--- config.mk ---
export PLATFORM = sky130hd
export DESIGN_NAME = tmds_clk_pattern_gen
export DESIGN_NICKNAME = d
export VERILOG_FILES = /design/src/rtl/tmds_ckpat_pkg.sv /design/src/rtl/tmds_ckpat_regs.sv /design/src/rtl/tmds_ckpat_seq.sv /design/src/rtl/tmds_clk_pattern_gen.sv
export SDC_FILE = /design/constraint.sdc
export NUM_CORES = 1
export LEC_CHECK = 0
export ABC_AREA = 0
export BUFFER_PORTS_ARGS = -buffer_cell sky130_fd_sc_hd__buf_2
export CAP_MARGIN = 20
export CORE_MARGIN = 4
export CORE_UTILIZATION = 54
export DETAILED_ROUTE_END_ITERATION = 7
export PLACE_DENSITY = 0.75
export SLEW_MARGIN = 10
export SYNTH_ARGS = -nofsm -noshare
export SYNTH_HDL_FRONTEND = slang
export SYNTH_HIERARCHICAL = 1
export SYNTH_SLANG_ARGS = --single-unit
--- constraint.sdc ---
create_clock -name clk -period 2.05 [get_ports clk]
set_clock_uncertainty 0.05 [all_clocks]
set_input_delay 0.1025 -clock clk [delete_from_list [all_inputs] [get_ports clk]]
set_output_delay 0.1025 -clock clk [all_outputs]
set_load 0.05 [all_outputs]
--- src/rtl/tmds_ckpat_pkg.sv ---
package tmds_ckpat_pkg;
    localparam int CKW_W         = 10;
    localparam int NUM_WORDS     = 4;
    localparam int BUS_W         = 32;
    localparam int HALF_W        = 16;
    localparam int ADDR_W        = 2;
    localparam int WORDS_PER_REG = BUS_W / HALF_W;
    localparam int NUM_PREG      = NUM_WORDS / WORDS_PER_REG;
    localparam int IDX_W         = $clog2(NUM_WORDS);
    localparam int CTRL_ADDR     = NUM_PREG;
    localparam int CTRL_LOAD     = 1;
    localparam int CTRL_START    = 2;

    typedef logic [CKW_W-1:0]                  ckword_t;
    typedef logic [NUM_WORDS-1:0][CKW_W-1:0]   ckset_t;
endpackage

--- src/rtl/tmds_ckpat_regs.sv ---
module tmds_ckpat_regs
    import tmds_ckpat_pkg::*;
#(
    parameter ckword_t RESET_WORD = 10'h01F
) (
    input  logic              clk,
    input  logic              rst,
    input  logic              wr_en,
    input  logic [ADDR_W-1:0] wr_addr,
    input  logic [BUS_W-1:0]  wr_data,
    output ckset_t            shadow_o,
    output logic              start_o
);
    typedef struct packed {
        ckset_t host;
        ckset_t shadow;
        logic   armed;
    } regs_state_t;

    localparam regs_state_t RST_STATE = '{
        host:   {NUM_WORDS{RESET_WORD}},
        shadow: {NUM_WORDS{RESET_WORD}},
        armed:  1'b0
    };

    regs_state_t s_q, s_d;

    logic                 ctrl_hit;
    logic                 load_stb;
    logic [NUM_WORDS-1:0] field_hit;
    ckword_t              field_w [NUM_WORDS];

    // Each word sits in register k/WORDS_PER_REG at lane offset (k%WORDS_PER_REG)*HALF_W.
    for (genvar k = 0; k < NUM_WORDS; k++) begin : g_field
        localparam int REG_IDX = k / WORDS_PER_REG;
        localparam int LANE    = k % WORDS_PER_REG;
        assign field_hit[k] = wr_en && (wr_addr == ADDR_W'(REG_IDX));
        assign field_w[k]   = wr_data[LANE*HALF_W +: CKW_W];
    end

    assign ctrl_hit = wr_en && (wr_addr == ADDR_W'(CTRL_ADDR));
    assign load_stb = ctrl_hit && (wr_data == BUS_W'(CTRL_LOAD));
    assign start_o  = ctrl_hit && (wr_data == BUS_W'(CTRL_START)) && s_q.armed;

    always_comb begin
        s_d = s_q;
        for (int k = 0; k < NUM_WORDS; k++) begin
            if (field_hit[k]) begin
                s_d.host[k] = field_w[k];
            end
        end
        if (load_stb) begin
            s_d.shadow = s_q.host;
            s_d.armed  = 1'b1;
        end else if (start_o) begin
            s_d.armed  = 1'b0;
        end
    end

    always_ff @(posedge clk) begin
        if (rst) begin
            s_q <= RST_STATE;
        end else begin
            s_q <= s_d;
        end
    end

    assign shadow_o = s_q.shadow;

    // a latch step copies the pattern registers into the shadow set
    assert_latch_copy_R3: assert property (@(posedge clk) disable iff (rst)
        load_stb |=> (shadow_o == $past(s_q.host)));

    // without a latch step, pattern writes never reach the shadow set
    assert_shadow_hold_R6: assert property (@(posedge clk) disable iff (rst)
        !load_stb |=> $stable(shadow_o));

    // control values other than latch or start change nothing
    assert_ctrl_ignored_R8: assert property (@(posedge clk) disable iff (rst)
        (ctrl_hit && (wr_data != BUS_W'(CTRL_LOAD)) && (wr_data != BUS_W'(CTRL_START)))
        |=> ($stable(shadow_o) && ($past(s_q.armed) == s_q.armed)));
endmodule

--- src/rtl/tmds_ckpat_seq.sv ---
module tmds_ckpat_seq
    import tmds_ckpat_pkg::*;
#(
    parameter ckword_t RESET_WORD = 10'h01F
) (
    input  logic    clk,
    input  logic    rst,
    input  logic    start_i,
    input  ckset_t  shadow_i,
    output ckword_t word_o
);
    typedef struct packed {
        ckset_t           active;
        logic [IDX_W-1:0] idx;
        logic             running;
        ckword_t          word;
    } seq_state_t;

    localparam seq_state_t RST_STATE = '{
        active:  {NUM_WORDS{RESET_WORD}},
        idx:     '0,
        running: 1'b0,
        word:    RESET_WORD
    };

    seq_state_t s_q, s_d;

    function automatic logic [IDX_W-1:0] step_idx(input logic [IDX_W-1:0] i);
        return (i == IDX_W'(NUM_WORDS - 1)) ? '0 : i + 1'b1;
    endfunction

    always_comb begin
        s_d = s_q;
        if (start_i) begin
            s_d.active  = shadow_i;
            s_d.word    = shadow_i[0];
            s_d.idx     = step_idx('0);
            s_d.running = 1'b1;
        end else if (s_q.running) begin
            s_d.word    = s_q.active[s_q.idx];
            s_d.idx     = step_idx(s_q.idx);
        end
    end

    always_ff @(posedge clk) begin
        if (rst) begin
            s_q <= RST_STATE;
        end else begin
            s_q <= s_d;
        end
    end

    assign word_o = s_q.word;

    // Checker-only count of cycles since the last start, saturating.
    logic [3:0] chk_run_q;
    always_ff @(posedge clk) begin
        if (rst) begin
            chk_run_q <= '0;
        end else if (start_i) begin
            chk_run_q <= 4'd1;
        end else if (s_q.running && chk_run_q != 4'hF) begin
            chk_run_q <= chk_run_q + 4'd1;
        end
    end

    // before the first start the lane carries the reset word
    assert_idle_word_R1: assert property (@(posedge clk) disable iff (rst)
        !s_q.running |-> (word_o == RESET_WORD));

    // a start puts shadow word 0 on the lane at the next edge
    assert_start_first_R4: assert property (@(posedge clk) disable iff (rst)
        start_i |=> (word_o == $past(shadow_i[0])));

    // after a full round the output repeats with period NUM_WORDS
    assert_period_R5: assert property (@(posedge clk) disable iff (rst)
        (chk_run_q > 4'(NUM_WORDS)) |-> (word_o == $past(word_o, NUM_WORDS)));
endmodule

--- src/rtl/tmds_clk_pattern_gen.sv ---
module tmds_clk_pattern_gen
    import tmds_ckpat_pkg::*;
#(
    parameter ckword_t RESET_WORD = 10'h01F
) (
    input  logic              clk,
    input  logic              rst,
    input  logic              wr_en,
    input  logic [ADDR_W-1:0] wr_addr,
    input  logic [BUS_W-1:0]  wr_data,
    output logic [CKW_W-1:0]  clk_word
);
    ckset_t shadow;
    logic   start;

    tmds_ckpat_regs #(
        .RESET_WORD (RESET_WORD)
    ) i_regs (
        .clk      (clk),
        .rst      (rst),
        .wr_en    (wr_en),
        .wr_addr  (wr_addr),
        .wr_data  (wr_data),
        .shadow_o (shadow),
        .start_o  (start)
    );

    tmds_ckpat_seq #(
        .RESET_WORD (RESET_WORD)
    ) i_seq (
        .clk      (clk),
        .rst      (rst),
        .start_i  (start),
        .shadow_i (shadow),
        .word_o   (clk_word)
    );
endmodule

==> results_tabular.tex, run 1 <==
\begin{tabular}{lr}
\hline
Metric & Value \\
\hline
\multicolumn{2}{l}{\textbf{Placed design}} \\
PortBufs & 46 \\
Number of placed cells counting well taps & 749 \\
Post-detail-place hpwl & 8130 microns \\
Area post-placement & 5900 sq um \\
Routability congestion estimate from global placement & 0.777 \\
\multicolumn{2}{l}{\textbf{Synth}} \\
Number of flops mapped to enable cells by yosys & 0 \\
Number of different library cells in the post-synthesis netlist & 41 \\
Multiplexer area fraction after synthesis & 14.5\% \\
Area share of and/or/nand/nor cells after synthesis & 19.5\% \\
FFs w/ async S/R, synth & 0\% \\
Avg Synthesized Cell Area & 9.19 sq um \\
Total nets after synthesis & 681 \\
Sequential area share after synthesis & 45.3\% \\
Cell area after synthesis & 5920 sq um \\
Main combinational cell family by area after synthesis & simple AND/OR/NAND/NOR gates \\
YS warnings & 6 \\
Share of the synthesized netlist area taken by xor and xnor gates & 0.148\% \\
Dominant synthesized flop cell & sky130\_fd\_sc\_hd\_\_dfxtp\_1 \\
Synthesis-stage register bit count & 134 \\
Arithmetic-cell share of the synthesized area counting full adders, half adders and majority gates & 0\% \\
Number of standard cells after synthesis & 644 \\
Synth Area in Compound Gates & 9.74\% \\
\multicolumn{2}{l}{\textbf{Drt}} \\
Initial DRC count & 190 \\
Via-per-instance ratio & 5.38 \\
Post-detailed-route DRC marker count & 0 \\
Wire length per cell after detailed routing & 16.0 microns \\
Detail Route Antenna Nets & 0 \\
Detailed Route WL & 12800 microns \\
Total number of vias & 4312 \\
Number of optimization iterations in the first detailed-route pass & 5 \\
\multicolumn{2}{l}{\textbf{Worst hold path}} \\
Min-Delay Path Class & in -> reg \\
Hold path startpoint & wr\_data[27] \\
Hold Crit Depth & 4 \\
Destination of the worst hold path & i\_regs/s\_q[0] \\
\multicolumn{2}{l}{\textbf{Timing}} \\
Slew margin rel. & 51.7\% \\
FMAX & 514 MHz \\
Count of final max-slew check failures & 0 \\
Worst hold slack across all endpoints & 0.0320 ns \\
Transition time at the pin with the least slew margin & 0.724 ns \\
Hold violation count in the final report & 0 \\
Total of endpoints with negative setup slack in the final report & 0 \\
Post-route minimum period & 1.94 ns \\
Setup repair after global routing missed its margin & false \\
Period Utilization, post-route & 94.9\% \\
\multicolumn{2}{l}{\textbf{Setup path}} \\
Internal reg-to-reg setup slack & 0.37 ns \\
Startpoint class of the critical path & input port \\
Worst reg2reg startpoint & i\_regs/s\_q[0] \\
Depth of the most critical reg-to-reg path & 6 \\
Critical path type & in -> reg \\
CP Capture Type & register \\
Arrival time of data at the critical path endpoint & 2.32 ns \\
Required @ worst endpoint & 2.42 ns \\
Capture instance of the worst register-to-register path & i\_seq/s\_q[33] \\
Largest driver fanout on the critical path & 40 \\
\multicolumn{2}{l}{\textbf{Floorplan}} \\
Core area & 10500 sq um \\
Width of the die & 113 microns \\
Core Rows & 37 \\
Die Y-Extent & 113 microns \\
Total I/O pin count & 47 \\
Starting density of the core & 56.3\% \\
Area enclosed by the die boundary & 12700 sq um \\
\multicolumn{2}{l}{\textbf{Final layout}} \\
Antenna Diode Count & 0 \\
Fillers & 796 \\
Final standard cell area without fillers & 6810 sq um \\
Share of final-layout standard cells stronger than drive strength 1 & 20.5\% \\
Sequential cell area & 2680 sq um \\
Final-stage net count & 689 \\
Commonest non-fill, non-tap cell in the layout & sky130\_fd\_sc\_hd\_\_dfxtp\_1 \\
Commonest cells after routing, fill and taps aside & sky130\_fd\_sc\_hd\_\_dfxtp\_1 (134), sky130\_fd\_sc\_hd\_\_nand2\_1 (126), sky130\_fd\_sc\_hd\_\_nor2\_1 (64), sky130\_fd\_sc\_hd\_\_mux2i\_1 (60), sky130\_fd\_sc\_hd\_\_buf\_2 (45) \\
Synthesis-to-finish area growth & 15.0\% \\
Area of the multi-input gates & 2620 sq um \\
Final std cells w/o fill & 801 \\
\multicolumn{2}{l}{\textbf{Pwr}} \\
Static leakage power & 2.44 nW \\
Switching part of the total power & 20.5\% \\
Design internal power & 0.00509 W \\
Total chip power & 0.00640 W \\
Maximum vdd drop & 0.552 mV \\
Combinational share of power & 3.7\% \\
Share of power burned in the clock network & 54.8\% \\
Switching power & 0.00131 W \\
Power density cells & 939 nW/um\^{}2 \\
Fraction of power consumed by sequential logic & 41.5\% \\
\multicolumn{2}{l}{\textbf{Job}} \\
Count of max-cap constraint violations & 0 \\
\multicolumn{2}{l}{\textbf{Global route}} \\
Aggregate global routing overflow & 0 \\
Total routing resource utilization after global routing & 20.8\% \\
Number of global-route vias before repair & 4445 \\
Pin count of the biggest net entering global routing & 120 \\
Global-route wire length before repair & 21300 microns \\
Initial antenna violation count & 0 \\
\multicolumn{2}{l}{\textbf{Outcome}} \\
Status & complete, no violations \\
\multicolumn{2}{l}{\textbf{Clock tree}} \\
Inserted Clock Buffers & 17 \\
Buffer cell driving the clock tree root & sky130\_fd\_sc\_hd\_\_clkbuf\_8 \\
CTS tree & yes \\
Clk slew on worst S/H paths & 0.06 ns \\
Total number of H-tree levels & 4 \\
Maximum count of clock buffers along a single path & 2 \\
Clock sinks & 134 \\
Clk\_lat worst skew & 0.51 ns \\
\hline
\end{tabular}
-- area by class of cell --
cell class,instances,share of cell area (%)
clock buffers,17,6.08
clock inverters,15,4.04
inverters,8,0.441
multi-input cells,409,38.5
flip-flops and latches,134,39.4
well taps,136,2.50
repair buffers,82,9.04
-- registers in the layout (all words and copies together) (netlist names) --
name,count
i_seq/s_q,43
i_regs/shadow_o,40
i_seq/word_o,10
i_regs/s_q,41
-- worst max-delay path, stage by stage --
cell and delay (ns):
sky130_fd_sc_hd__dlygate4sd3_1 0.52, sky130_fd_sc_hd__buf_2 0.14, sky130_fd_sc_hd__nor4b_2 0.27, sky130_fd_sc_hd__nand4_1 0.17, sky130_fd_sc_hd__buf_4 0.20, sky130_fd_sc_hd__nor4_4 0.31
sky130_fd_sc_hd__buf_12 0.31, sky130_fd_sc_hd__mux2i_1 0.26
-- through the flow --
stage	setup WS [ns]	util, %	setup TNS, ns
2_1_floorplan	0.122	-	0
3_3_place_gp	0.0543	56.2	0
3_5_place_dp	-0.0396	56.2	-0.595
4_1_cts	0.0235	64.6	0
5_1_grt	0.0263	64.8	0
6_report	0.105	64.8	0
-- routing by layer --
| layer | global-route usage, % | vias up | part of all wire (%) |
|---|---|---|---|
| li1 | - | 2142 | - |
| met1 | 26.5 | 2061 | 48 |
| met2 | 34.6 | 100 | 47 |
| met3 | 5.94 | 9 | 4.5 |
| met4 | 5.69 | 0 | 0.83 |
| met5 | 0 | - | 0 |
-- logic make-up (layout without fill, tap and decap cells) --
family                 count (synthesis)  in the layout
XOR/XNOR                               1              1
multiplexers                          80             80
buffers and inverters                101            122
AO/OA/AOI/OAI                         71             71
AND/OR/NAND/NOR                      257            257
flip-flops                           134            134
-- how the worst max path moves through the flow --
stage | from | endpoint | slack (ns) | cells after the start
after floorplan | wr_data[10] | i_seq/s_q[20] | 0.12 | 8
after global placement | wr_data[23] | i_seq/word_o[2] | 0.05 | 9
after detailed placement | wr_data[23] | i_regs/shadow_o[38] | -0.04 | 8
after CTS | wr_data[8] | i_seq/word_o[1] | 0.02 | 9
after global routing | wr_data[8] | i_regs/shadow_o[18] | 0.03 | 8
final | wr_data[8] | i_regs/shadow_o[38] | 0.11 | 8
-- cell usage after synthesis (4+ instances only) --
cell / count / area share [%]
sky130_fd_sc_hd__nand3_1: 19 / 1.6
sky130_fd_sc_hd__a211o_1: 20 / 3.0
sky130_fd_sc_hd__clkbuf_1: 26 / 1.6
sky130_fd_sc_hd__mux2i_1: 60 / 10
sky130_fd_sc_hd__mux2_2: 10 / 1.9
sky130_fd_sc_hd__nor3b_1: 5 / 0.63
sky130_fd_sc_hd__mux2_4: 9 / 2.3
sky130_fd_sc_hd__inv_1: 6 / 0.38
sky130_fd_sc_hd__a221oi_2: 13 / 3.3
sky130_fd_sc_hd__dfxtp_1: 134 / 45
sky130_fd_sc_hd__nand2_1: 126 / 8.0
sky130_fd_sc_hd__nor2b_1: 21 / 2.2
sky130_fd_sc_hd__a21oi_1: 31 / 2.6
sky130_fd_sc_hd__buf_4: 56 / 7.1
sky130_fd_sc_hd__buf_2: 4 / 0.34
sky130_fd_sc_hd__buf_6: 6 / 1.1
sky130_fd_sc_hd__nor4_1: 6 / 0.63
sky130_fd_sc_hd__nor2_1: 64 / 4.1
-- power groups by stage --
| stage | Sequential [W] | Combinational [W] | Clock (W) |
|---|---|---|---|
| detailed placement | 0.00271 | 0.000204 | 0 |
| finish | 0.00266 | 0.000238 | 0.00350 |
| global route | 0.00266 | 0.000264 | 0.00365 |
| floorplan | 0.00271 | 0.000122 | 0 |
| global placement | 0.00271 | 0.000197 | 0 |
| CTS | 0.00266 | 0.000235 | 0.00353 |
-- repair_timing --
action,CTS,global route
setup buffers,0,0
hold buffers,20,0
setup endpoints to repair,0,25
endpoints found under the hold margin,41,0
gates resized for setup,0,3
Power figures use the tool's default switching activity.
==> run 2, diff against run 1 <==
--- a/config.mk
+++ b/config.mk
@@ -9,9 +9,9 @@
 export BUFFER_PORTS_ARGS = -buffer_cell sky130_fd_sc_hd__buf_2
 export CAP_MARGIN = 20
 export CORE_MARGIN = 4
-export CORE_UTILIZATION = 54
+export CORE_UTILIZATION = 60
 export DETAILED_ROUTE_END_ITERATION = 7
-export PLACE_DENSITY = 0.75
+export PLACE_DENSITY = 0.79
 export SLEW_MARGIN = 10
 export SYNTH_ARGS = -nofsm -noshare
 export SYNTH_HDL_FRONTEND = slang
==> constraint.sdc (replaced) <==
create_clock -name clk -period 2.3 [get_ports clk]
set_clock_uncertainty 0.05 [all_clocks]
set_input_delay 0.115 -clock clk [delete_from_list [all_inputs] [get_ports clk]]
set_output_delay 0.115 -clock clk [all_outputs]
set_load 0.05 [all_outputs]
==> run 2 against run 1 <==
Net effect: clock power fell by 21%; sequential share of layout area increased by 0.59 points; power decreased by 16%; sequential power down 11%; die area down 9.3%; global-route usage increased by 2.0 points; critical path type unchanged.
==> results_tabular.tex, run 2 (synthesized netlist as in run 1, its figures left out) <==
\begin{tabular}{lr}
\hline
Metric & Value \\
\hline
\multicolumn{2}{l}{\textbf{Final layout}} \\
Final-stage net count & 687 (-0.29\%) \\
Commonest non-fill, non-tap cell in the layout & sky130\_fd\_sc\_hd\_\_dfxtp\_1 \\
Share of final-layout standard cells stronger than drive strength 1 & 19.5\% (-0.99 points) \\
Largest register by flop count & i\_seq/s\_q \\
Synthesis-to-finish area growth & 13.3\% \\
Commonest cells after routing, fill and taps aside & sky130\_fd\_sc\_hd\_\_dfxtp\_1 (134), sky130\_fd\_sc\_hd\_\_nand2\_1 (126), sky130\_fd\_sc\_hd\_\_nor2\_1 (64), sky130\_fd\_sc\_hd\_\_mux2i\_1 (60), sky130\_fd\_sc\_hd\_\_buf\_2 (45) \\
Fillers & 654 (-18\%) \\
Number of flip-flops under the largest register name & 43 (unchanged) \\
Antenna Diode Count & 0 (unchanged) \\
Final standard cell utilization of the core & 71.2\% (+6.5 points) \\
\multicolumn{2}{l}{\textbf{Drt}} \\
Initial DRC count & 243 (+28\%) \\
Post-detailed-route DRC marker count & 0 (unchanged) \\
Detail Route Antenna Nets & 0 (unchanged) \\
Detailed Route WL & 12700 microns (-1.0\%) \\
Total number of vias & 4412 (+2.3\%) \\
Number of optimization iterations in the first detailed-route pass & 5 (unchanged) \\
Wire length per cell after detailed routing & 16.0 microns (+0.13\%) \\
Via-per-instance ratio & 5.57 (+3.5\%) \\
\multicolumn{2}{l}{\textbf{Job}} \\
Count of max-cap constraint violations & 0 (unchanged) \\
\multicolumn{2}{l}{\textbf{Setup path}} \\
Critical path type & in -> reg \\
Worst reg2reg startpoint & i\_seq/s\_q[12] \\
CP Capture Type & register \\
Critical path startpoint & wr\_data[2] \\
Largest driver fanout on the critical path & 47 (+18\%) \\
Required @ worst endpoint & 2.64 ns (+0.22 ns) \\
Startpoint class of the critical path & input port \\
Arrival time of data at the critical path endpoint & 2.48 ns (+0.16 ns) \\
\multicolumn{2}{l}{\textbf{Timing}} \\
Total of endpoints with negative setup slack in the final report & 0 (unchanged) \\
Count of final max-slew check failures & 0 (unchanged) \\
Summed negative setup slack over all endpoints & 0 ns (unchanged) \\
Slew margin rel. & 42.7\% (-9.0 points) \\
Period Utilization, post-route & 93.4\% \\
FMAX & 466 MHz \\
Setup repair after global routing missed its margin & false \\
Post-route minimum period & 2.15 ns \\
Hold violation count in the final report & 0 (unchanged) \\
Transition time at the pin with the least slew margin & 0.854 ns (+0.130 ns) \\
\multicolumn{2}{l}{\textbf{Floorplan}} \\
Width of the die & 107 microns (-4.8\%) \\
Total I/O pin count & 47 (unchanged) \\
Starting density of the core & 62.9\% (+6.5 points) \\
Die Y-Extent & 107 microns (-4.8\%) \\
Area enclosed by the die boundary & 11500 sq um (-9.3\%) \\
Core area & 9420 sq um (-10\%) \\
Core Rows & 35 (-5.4\%) \\
\multicolumn{2}{l}{\textbf{Clock tree}} \\
Maximum count of clock buffers along a single path & 2 (unchanged) \\
Clock sinks & 134 (unchanged) \\
CTS tree & yes \\
Total number of H-tree levels & 4 (unchanged) \\
Inserted Clock Buffers & 17 (unchanged) \\
Clk\_lat worst skew & 0.51 ns (about the same) \\
Buffer cell driving the clock tree root & sky130\_fd\_sc\_hd\_\_clkbuf\_8 \\
Clk slew on worst S/H paths & 0.06 ns (about the same) \\
\multicolumn{2}{l}{\textbf{Worst hold path}} \\
Min-Delay Path Class & in -> reg \\
Hold path startpoint & wr\_data[11] \\
\multicolumn{2}{l}{\textbf{Placed design}} \\
Routability congestion estimate from global placement & 0.804 (+3.4\%) \\
PortBufs & 46 (unchanged) \\
Post-detail-place hpwl & 7670 microns (-5.6\%) \\
\multicolumn{2}{l}{\textbf{Global route}} \\
Number of global-route vias before repair & 4352 (-2.1\%) \\
Global-route wire length before repair & 21000 microns (-1.6\%) \\
Initial antenna violation count & 0 (unchanged) \\
Total routing resource utilization after global routing & 22.8\% (+2.0 points) \\
Pin count of the biggest net entering global routing & 120 (unchanged) \\
Aggregate global routing overflow & 0 (unchanged) \\
\multicolumn{2}{l}{\textbf{Pwr}} \\
Static leakage power & 2.40 nW (-1.5\%) \\
Maximum vdd drop & 0.598 mV (+8.4\%) \\
Power density cells & 797 nW/um\^{}2 (-15\%) \\
\multicolumn{2}{l}{\textbf{Outcome}} \\
Status & complete, no violations \\
\hline
\end{tabular}
## run 2: cell count changes in the layout (fill, tap and decap cells not counted), moves of 2 or more
| cell | delta |
|---|---|
| sky130_fd_sc_hd__clkinvlp_4 | -2 |
| sky130_fd_sc_hd__buf_4 | -2 |
| sky130_fd_sc_hd__clkbuf_1 | +3 |
| sky130_fd_sc_hd__nor3b_2 | -3 |
| sky130_fd_sc_hd__nor3b_1 | +3 |
| sky130_fd_sc_hd__clkinv_4 | +2 |
| sky130_fd_sc_hd__bufinv_16 | -3 |
| sky130_fd_sc_hd__inv_6 | -2 |
## run 2: metal layers
metal / GRT usage [%] / share of wire (%) / up-vias
li1: - / - / 2145
met1: 30.4 / 47 / 2112
met2: 36.3 / 46 / 137
met3: 6.18 / 4.9 / 18
met4: 6.67 / 1.4 / 0
met5: 0 / 0 / -
## run 2: worst max-delay path, stage by stage
cell and delay (ns):
sky130_fd_sc_hd__dlygate4sd3_1 0.56, sky130_fd_sc_hd__buf_2 0.16, sky130_fd_sc_hd__nor4_1 0.39, sky130_fd_sc_hd__nand4_1 0.21, sky130_fd_sc_hd__nor4_2 0.29, sky130_fd_sc_hd__buf_4 0.21
sky130_fd_sc_hd__buf_12 0.23, sky130_fd_sc_hd__nor3b_1 0.24, sky130_fd_sc_hd__a21oi_1 0.07
## run 2: worst paths after layout
check / cells past startpoint / endpoint / slack [ns]
hold reg to reg: 2 / i_regs/shadow_o[7] / 0.41
setup reg to reg: 4 / i_seq/word_o[2] / 0.51
hold / removal: 5 / i_regs/s_q[0] / 0.06
setup / recovery: 9 / i_seq/word_o[1] / 0.15
## run 2: timing repair
action,CTS,global route
setup buffers,0,0
endpoints found under the setup margin,0,40
gates resized for setup,0,1
hold buffers,20,0
endpoints found under the hold margin,40,0
## run 2: layout make-up
type / count / area [sq um] / share of cell area [%]
sequential: 134 / 2680 / 40.0
multi-input combinational: 409 / 2610 / 38.9
timing repair buffer: 80 / 608 / 9.07
clock buffer: 21 / 439 / 6.55
clock inverter: 11 / 175 / 2.61
tap: 129 / 161 / 2.41
inverter: 8 / 30.0 / 0.448
## run 2: report_power, final
group	total, W	switching [W]	internal, W
Combinational	0.000221	0.000133	0.0000874
Clock	0.00276	0.000966	0.00179
Sequential	0.00237	0.0000172	0.00235
## run 2: through the flow
stage          cells  total power (W)  setup WS [ns]  hold slack, ns  area, sq um
2_1_floorplan    644          0.00252          0.360           0.189         5920
3_3_place_gp     739          0.00259          0.133           0.305         5860
3_5_place_dp     739          0.00260          0.103           0.311         5860
4_1_cts          791          0.00536         0.0784          0.0283         6670
5_1_grt          792          0.00550         0.0198          0.0588         6710
6_report         792          0.00535          0.152          0.0617         6710
